==> src/rtl/chain_fifo_pkg.sv <==
package chain_fifo_pkg;

  typedef struct packed {
    logic full;
    logic empty;
    logic near_full;
    logic near_empty;
  } slice_flags_t;

endpackage

==> src/rtl/chain_fifo_ring.sv <==
// Location pointer plus token ownership for one side (write or read) of a slice.
module chain_fifo_ring #(
  parameter int DEPTH = 4,
  parameter int PTR_W = 2
) (
  input  logic             clk,
  input  logic             rst_n,
  input  logic             lead_n,
  input  logic             step,
  input  logic             pass_in,
  output logic             own,
  output logic             pass_out,
  output logic [PTR_W-1:0] ptr
);

  localparam logic [PTR_W-1:0] LAST = PTR_W'(DEPTH - 1);

  logic at_last;
  assign at_last = (ptr == LAST);

  always_ff @(posedge clk) begin
    if (!rst_n) begin
      own      <= ~lead_n;
      pass_out <= 1'b0;
      ptr      <= '0;
    end else begin
      pass_out <= step & at_last;
      if (step) begin
        ptr <= at_last ? '0 : ptr + 1'b1;
      end
      if (pass_in) begin
        own <= 1'b1;
      end else if (step && at_last) begin
        own <= 1'b0;
      end
    end
  end

endmodule

==> src/rtl/chain_fifo_store.sv <==
module chain_fifo_store #(
  parameter int DATA_W = 8,
  parameter int DEPTH  = 4,
  parameter int PTR_W  = 2
) (
  input  logic              clk,
  input  logic              wr_en,
  input  logic [PTR_W-1:0]  wr_addr,
  input  logic [DATA_W-1:0] wr_data,
  input  logic [PTR_W-1:0]  rd_addr,
  output logic [DATA_W-1:0] rd_data
);

  logic [DATA_W-1:0] cells [DEPTH];

  always_ff @(posedge clk) begin
    if (wr_en) begin
      cells[wr_addr] <= wr_data;
    end
  end

  assign rd_data = cells[rd_addr];

endmodule

==> src/rtl/chain_fifo_slice.sv <==
module chain_fifo_slice
  import chain_fifo_pkg::*;
#(
  parameter int DATA_W     = 8,
  parameter int DEPTH      = 4,
  parameter int AFULL_GAP  = 1,
  parameter int AEMPTY_GAP = 1
) (
  input  logic              clk,
  input  logic              rst_n,
  input  logic              lead_n,
  input  logic              push,
  input  logic              pop,
  input  logic [DATA_W-1:0] wr_data,
  input  logic              wr_pass_in,
  input  logic              rd_pass_in,
  output logic              wr_pass_out,
  output logic              rd_pass_out,
  output logic              wr_own,
  output logic              rd_own,
  output logic [DATA_W-1:0] head,
  output slice_flags_t      flags
);

  localparam int PTR_W = (DEPTH > 1) ? $clog2(DEPTH) : 1;
  localparam int CNT_W = $clog2(DEPTH + 1);
  localparam logic [CNT_W-1:0] CNT_FULL = CNT_W'(DEPTH);
  localparam logic [CNT_W-1:0] CNT_HI   = CNT_W'(DEPTH - AFULL_GAP);
  localparam logic [CNT_W-1:0] CNT_LO   = CNT_W'(AEMPTY_GAP);

  logic [CNT_W-1:0]  cnt;
  logic [PTR_W-1:0]  wptr;
  logic [PTR_W-1:0]  rptr;
  logic [DATA_W-1:0] rd_word;
  logic              wr_go;
  logic              rd_go;

  assign wr_go = push & wr_own & (cnt != CNT_FULL);
  assign rd_go = pop  & rd_own & (cnt != '0);

  chain_fifo_ring #(.DEPTH(DEPTH), .PTR_W(PTR_W)) u_wr_ring (
    .clk      (clk),
    .rst_n    (rst_n),
    .lead_n   (lead_n),
    .step     (wr_go),
    .pass_in  (wr_pass_in),
    .own      (wr_own),
    .pass_out (wr_pass_out),
    .ptr      (wptr)
  );

  chain_fifo_ring #(.DEPTH(DEPTH), .PTR_W(PTR_W)) u_rd_ring (
    .clk      (clk),
    .rst_n    (rst_n),
    .lead_n   (lead_n),
    .step     (rd_go),
    .pass_in  (rd_pass_in),
    .own      (rd_own),
    .pass_out (rd_pass_out),
    .ptr      (rptr)
  );

  chain_fifo_store #(.DATA_W(DATA_W), .DEPTH(DEPTH), .PTR_W(PTR_W)) u_store (
    .clk     (clk),
    .wr_en   (wr_go),
    .wr_addr (wptr),
    .wr_data (wr_data),
    .rd_addr (rptr),
    .rd_data (rd_word)
  );

  always_ff @(posedge clk) begin
    if (!rst_n) begin
      cnt <= '0;
    end else if (wr_go && !rd_go) begin
      cnt <= cnt + 1'b1;
    end else if (rd_go && !wr_go) begin
      cnt <= cnt - 1'b1;
    end
  end

  assign flags.full       = (cnt == CNT_FULL);
  assign flags.empty      = (cnt == '0);
  assign flags.near_full  = (cnt >= CNT_HI);
  assign flags.near_empty = (cnt <= CNT_LO);

  // only the read-token owner puts a word on the shared bus
  assign head = (rd_own && cnt != '0) ? rd_word : '0;

endmodule

==> src/rtl/chain_fifo.sv <==
module chain_fifo
  import chain_fifo_pkg::*;
#(
  parameter int DATA_W     = 8,
  parameter int DEPTH      = 4,
  parameter int NUM_DEV    = 3,
  parameter int AFULL_GAP  = 1,
  parameter int AEMPTY_GAP = 1
) (
  input  logic              clk,
  input  logic              rst_n,
  input  logic              in_valid,
  output logic              in_ready,
  input  logic [DATA_W-1:0] in_data,
  output logic              out_valid,
  input  logic              out_ready,
  output logic [DATA_W-1:0] out_data,
  output logic              wr_full,
  output logic              rd_empty,
  output logic              near_full,
  output logic              near_empty
);

  logic [NUM_DEV-1:0] wtok_v;
  logic [NUM_DEV-1:0] rtok_v;
  logic [NUM_DEV-1:0] wexo_v;
  logic [NUM_DEV-1:0] rexo_v;
  logic [NUM_DEV-1:0] full_v;
  logic [NUM_DEV-1:0] empty_v;
  logic [NUM_DEV-1:0] nf_v;
  logic [NUM_DEV-1:0] ne_v;
  logic [DATA_W-1:0]  head_a [NUM_DEV];

  for (genvar i = 0; i < NUM_DEV; i++) begin : g_slice
    localparam int PREV = (i + NUM_DEV - 1) % NUM_DEV;
    slice_flags_t fl;

    chain_fifo_slice #(
      .DATA_W     (DATA_W),
      .DEPTH      (DEPTH),
      .AFULL_GAP  (AFULL_GAP),
      .AEMPTY_GAP (AEMPTY_GAP)
    ) u_slice (
      .clk         (clk),
      .rst_n       (rst_n),
      .lead_n      ((i == 0) ? 1'b0 : 1'b1),
      .push        (in_valid),
      .pop         (out_ready),
      .wr_data     (in_data),
      .wr_pass_in  (wexo_v[PREV]),
      .rd_pass_in  (rexo_v[PREV]),
      .wr_pass_out (wexo_v[i]),
      .rd_pass_out (rexo_v[i]),
      .wr_own      (wtok_v[i]),
      .rd_own      (rtok_v[i]),
      .head        (head_a[i]),
      .flags       (fl)
    );

    assign full_v[i]  = fl.full;
    assign empty_v[i] = fl.empty;
    assign nf_v[i]    = fl.near_full;
    assign ne_v[i]    = fl.near_empty;
  end

  always_comb begin
    out_data = '0;
    for (int k = 0; k < NUM_DEV; k++) begin
      out_data = out_data | head_a[k];
    end
  end

  assign wr_full    = |(wtok_v & full_v);
  assign in_ready   = |(wtok_v & ~full_v);
  assign out_valid  = |(rtok_v & ~empty_v);
  assign rd_empty   = ~out_valid;
  assign near_full  = |nf_v;
  assign near_empty = &ne_v;

endmodule

==> config.mk <==
export PLATFORM = sky130hd
export DESIGN_NAME = chain_fifo
export DESIGN_NICKNAME = d
export VERILOG_FILES = /design/src/rtl/chain_fifo_pkg.sv /design/src/rtl/chain_fifo_ring.sv /design/src/rtl/chain_fifo_store.sv /design/src/rtl/chain_fifo_slice.sv /design/src/rtl/chain_fifo.sv
export SDC_FILE = /design/constraint.sdc
export NUM_CORES = 1
export LEC_CHECK = 0
export BUFFER_PORTS_ARGS = -buffer_cell sky130_fd_sc_hd__buf_4
export CAP_MARGIN = 20
export CORE_MARGIN = 5
export CORE_UTILIZATION = 55
export DETAILED_ROUTE_END_ITERATION = 7
export GPL_ROUTABILITY_DRIVEN = 0
export PLACE_DENSITY = 0.72
export SETUP_SLACK_MARGIN = 0.2
export SYNTH_ARGS = -nofsm -noshare
export SYNTH_HDL_FRONTEND = slang
export SYNTH_SLANG_ARGS = --single-unit
==> constraint.sdc <==
create_clock -name clk -period 4.2 [get_ports clk]
set_input_delay 0.84 -clock clk [delete_from_list [all_inputs] [get_ports clk]]
set_output_delay 0.84 -clock clk [all_outputs]
set_load 0.01 [all_outputs]
==> results_dict.tcl <==
set metrics [dict create \
    max_freq_mhz 322 \
    path_clk_slew_ns 0.06 \
    rrSetupSlack_ns 1.96 \
    ir_worst_vdd_mv 0.303 \
    syn_area_mm2 0.00580 \
    design_area_mm2 0.00659 \
    synth_simple_gate_area_share_pct 10.0 \
    cts_buffers 17 \
    hold_violations 0 \
    grt_pass1_wl_um 18100 \
    layout_commonest_cell "edfxtp_1" \
    fin_tns_setup_ns 0 \
    fin_nets 478 \
    cts_resized 0 \
    port_buffers 25 \
    io_pins 26 \
    post_cts_buffers 0 \
    relSlewSlack_pct 46.9 \
    hp-class "reg -> reg" \
    overflow 0 \
    dr.pass1.iters 4 \
    drt_iter0_drc 233 \
    setup_violations 0 \
    post-dp-hpwl_um 7350 \
    cts_root_buf "clkbuf_8" \
    end_kind "output port" \
    die_h_um 113 \
    utilization_pct 63.9 \
    pwr_density_cell_mw_per_mm2 517 \
    synth_top_family_by_area "simple AND/OR/NAND/NOR gates" \
    hold_depth 1 \
    wl_per_cell_um 18.7 \
    cp.required_ns 3.36 \
    muxShareOfSynthArea_pct 9.83 \
    r2r_end "g_slice[1].u_slice.cnt[2]" \
    whs_endpoint "g_slice[0].u_slice.u_rd_ring.own" \
    cts_max_level 4 \
    grt_max_degree 28 \
    ys_types 41 \
    cp-start-kind "flip-flop" \
    synth_xor_area_share_pct 0.906 \
    rr_worst_depth 7 \
    ys_seq_area_share_pct 63.1 \
    drt-total-wl_um 10900 \
    placed_area_mm2 0.00607 \
    synth_compound_area_share_pct 5.82 \
    ys_warn_count 0 \
    vias 3322 \
    diodes 0 \
    max_cap_violations 0 \
    worstHoldStart "g_slice[2].u_slice.u_rd_ring.pass_out" \
    ys_seq_elements 135 \
    hold_buffers 0 \
    syn_inst 408 \
    synth_nets 453 \
    p_leak_nw 2.34 \
    clock_path_buffers 2 \
    fp.coreArea_mm2 0.0103 \
    die_area_mm2 0.0127 \
    grt_pass1_vias 3424 \
    antenna_found_initial 0 \
    final_cell_mix "96 x edfxtp_1, 44 x nand3_1, 39 x dfxtp_1" \
    slew_viol_final 0 \
    initial_core_util_pct 56.2 \
    fin_crit_sh_pct 74.0 \
    worstPathMaxFanout 13 \
    clock_sinks 135 \
    area_delta_synth_final_pct 13.6 \
    hold_slack_ns 0.418 \
    syn_area_per_cell_um2 14.2 \
    clk_latency_ns 0.52 \
    drc 0 \
    status "complete, no violations" \
    worstMarginPinSlew_ns 0.791 \
    fin_crit_ns 3.11 \
    cts_tree "yes" \
    avgViaCountPerCell 5.71 \
    synth_fa_ha_area_share_pct 7.12 \
    fin_skew_ns 0.0101 \
    ant_nets 0 \
    grt_usage_pct 18.8 \
    criticalPathCategory "reg -> out" \
    drive_gt1_share_pct 17.9 \
    r2r_start "g_slice[1].u_slice.cnt[0]" \
    cp.arrival_ns 2.27 \
    die_x_um 113 \
    rsz0062_at_grt "no" \
    row_count 37 \
    finalPower_mw 3.41 \
]
==> through the flow <==
step,setup WS [ns],std cells
3_5_place_dp,1.62,550
6_report,1.09,582
3_3_place_gp,1.60,550
4_1_cts,1.06,582
2_1_floorplan,2.11,408
5_1_grt,0.859,582
==> cells in the mapped netlist (all sizes together) <==
| cell type | instances | share of area (%) |
|---|---|---|
| edfxtp | 96 | 50 |
| nand3 | 44 | 3.8 |
| dfxtp | 39 | 13 |
| ha | 33 | 7.1 |
| inv | 24 | 1.6 |
| mux4 | 24 | 9.3 |
| nor2 | 21 | 1.4 |
| a21oi | 15 | 1.3 |
| buf | 11 | 1.1 |
| and3 | 9 | 0.97 |
| clkbuf | 8 | 0.52 |
| nand4 | 8 | 0.86 |
| o21ai | 8 | 0.69 |
| and2 | 6 | 0.65 |
| nand2 | 6 | 0.39 |
| o31ai | 6 | 0.78 |
| nor2b | 5 | 0.54 |
| nor3 | 4 | 0.34 |
| o21a | 4 | 0.52 |
| a21boi | 3 | 0.52 |
| a31oi | 3 | 0.32 |
| mux2i | 3 | 0.52 |
| nand2b | 3 | 0.32 |
| nor3b | 3 | 0.39 |
| o21bai | 3 | 0.39 |
| xnor2 | 3 | 0.45 |
| xor2 | 3 | 0.45 |
| a211o | 2 | 0.30 |
| a21bo | 2 | 0.34 |
| a21o | 2 | 0.26 |
| or4 | 2 | 0.26 |
| a222oi | 1 | 0.17 |
| and2b | 1 | 0.13 |
| clkinv | 1 | 0.065 |
| o211ai | 1 | 0.13 |
| o22ai | 1 | 0.11 |
==> sequential cells by signal (all words and copies together), names as in the netlist, named ones only <==
register	cells
g_slice.u_slice.u_store.cells	96
g_slice.u_slice.u_wr_ring.pass_out	3
g_slice.u_slice.cnt	9
g_slice.u_slice.u_wr_ring.own	3
g_slice.u_slice.u_rd_ring.pass_out	3
g_slice.u_slice.u_wr_ring.ptr	6
g_slice.u_slice.u_rd_ring.ptr	6
g_slice.u_slice.u_rd_ring.own	3
==> cell families (layout without fill, tap and decap cells) <==
group	count (synthesis)	count (layout)
DFF	135	135
and+or+nand+nor	112	112
AOI/OAI and AO/OA	51	51
buffers and inverters	44	82
adders and majority gates	33	33
muxes	27	27
xor gates and xnor gates	6	6
==> worst max-delay path, stage by stage (launching register included) <==
cell and delay [ns]:
dfxtp_1 0.45, inv_1 0.10, ha_1 0.29, nand2b_1 0.41
nand3_1 0.22, nand3_1 0.14, buf_4 0.13
==> cell type report <==
type	count	area, um^2
Clock buffer	18	418
Clock inverter	14	105
Fill cell	764	3730
Inverter	25	93.8
Multi-Input combinational cell	229	1950
Sequential cell	135	3660
Tap cell	136	170
Timing Repair Buffer	25	188
==> where the power goes <==
group	leakage [nW]	switching [mW]	internal, mW
clock network	0.242	0.555	0.726
logic	0.914	0.306	0.275
registers	1.18	0.0595	1.49
==> worst max-delay path by stage <==
stage                                    from          end  slack [ns]
finish              g_slice[0].u_slice.cnt[0]  out_data[0]        1.09
global route        g_slice[1].u_slice.cnt[0]  out_data[4]        0.86
CTS                 g_slice[1].u_slice.cnt[0]  out_data[4]        1.06
detailed placement  g_slice[2].u_slice.cnt[0]     rd_empty        1.62
global placement    g_slice[1].u_slice.cnt[0]  out_data[4]        1.60
floorplan           g_slice[0].u_slice.cnt[0]  out_data[6]        2.11
==> per-layer routing <==
| layer | wire [um] | share of wire [%] | vias to the layer above | global-route usage (%) |
|---|---|---|---|---|
| li1 | - | - | 1581 | - |
| met3 | 616 | 5.7 | 4 | 5.56 |
| met4 | 78 | 0.72 | 0 | 5.77 |
| met5 | 0 | 0 | - | 0 |
| met1 | 4960 | 46 | 1658 | 24.8 |
| met2 | 5230 | 48 | 79 | 30.2 |
Power figures use the tool's default switching activity.
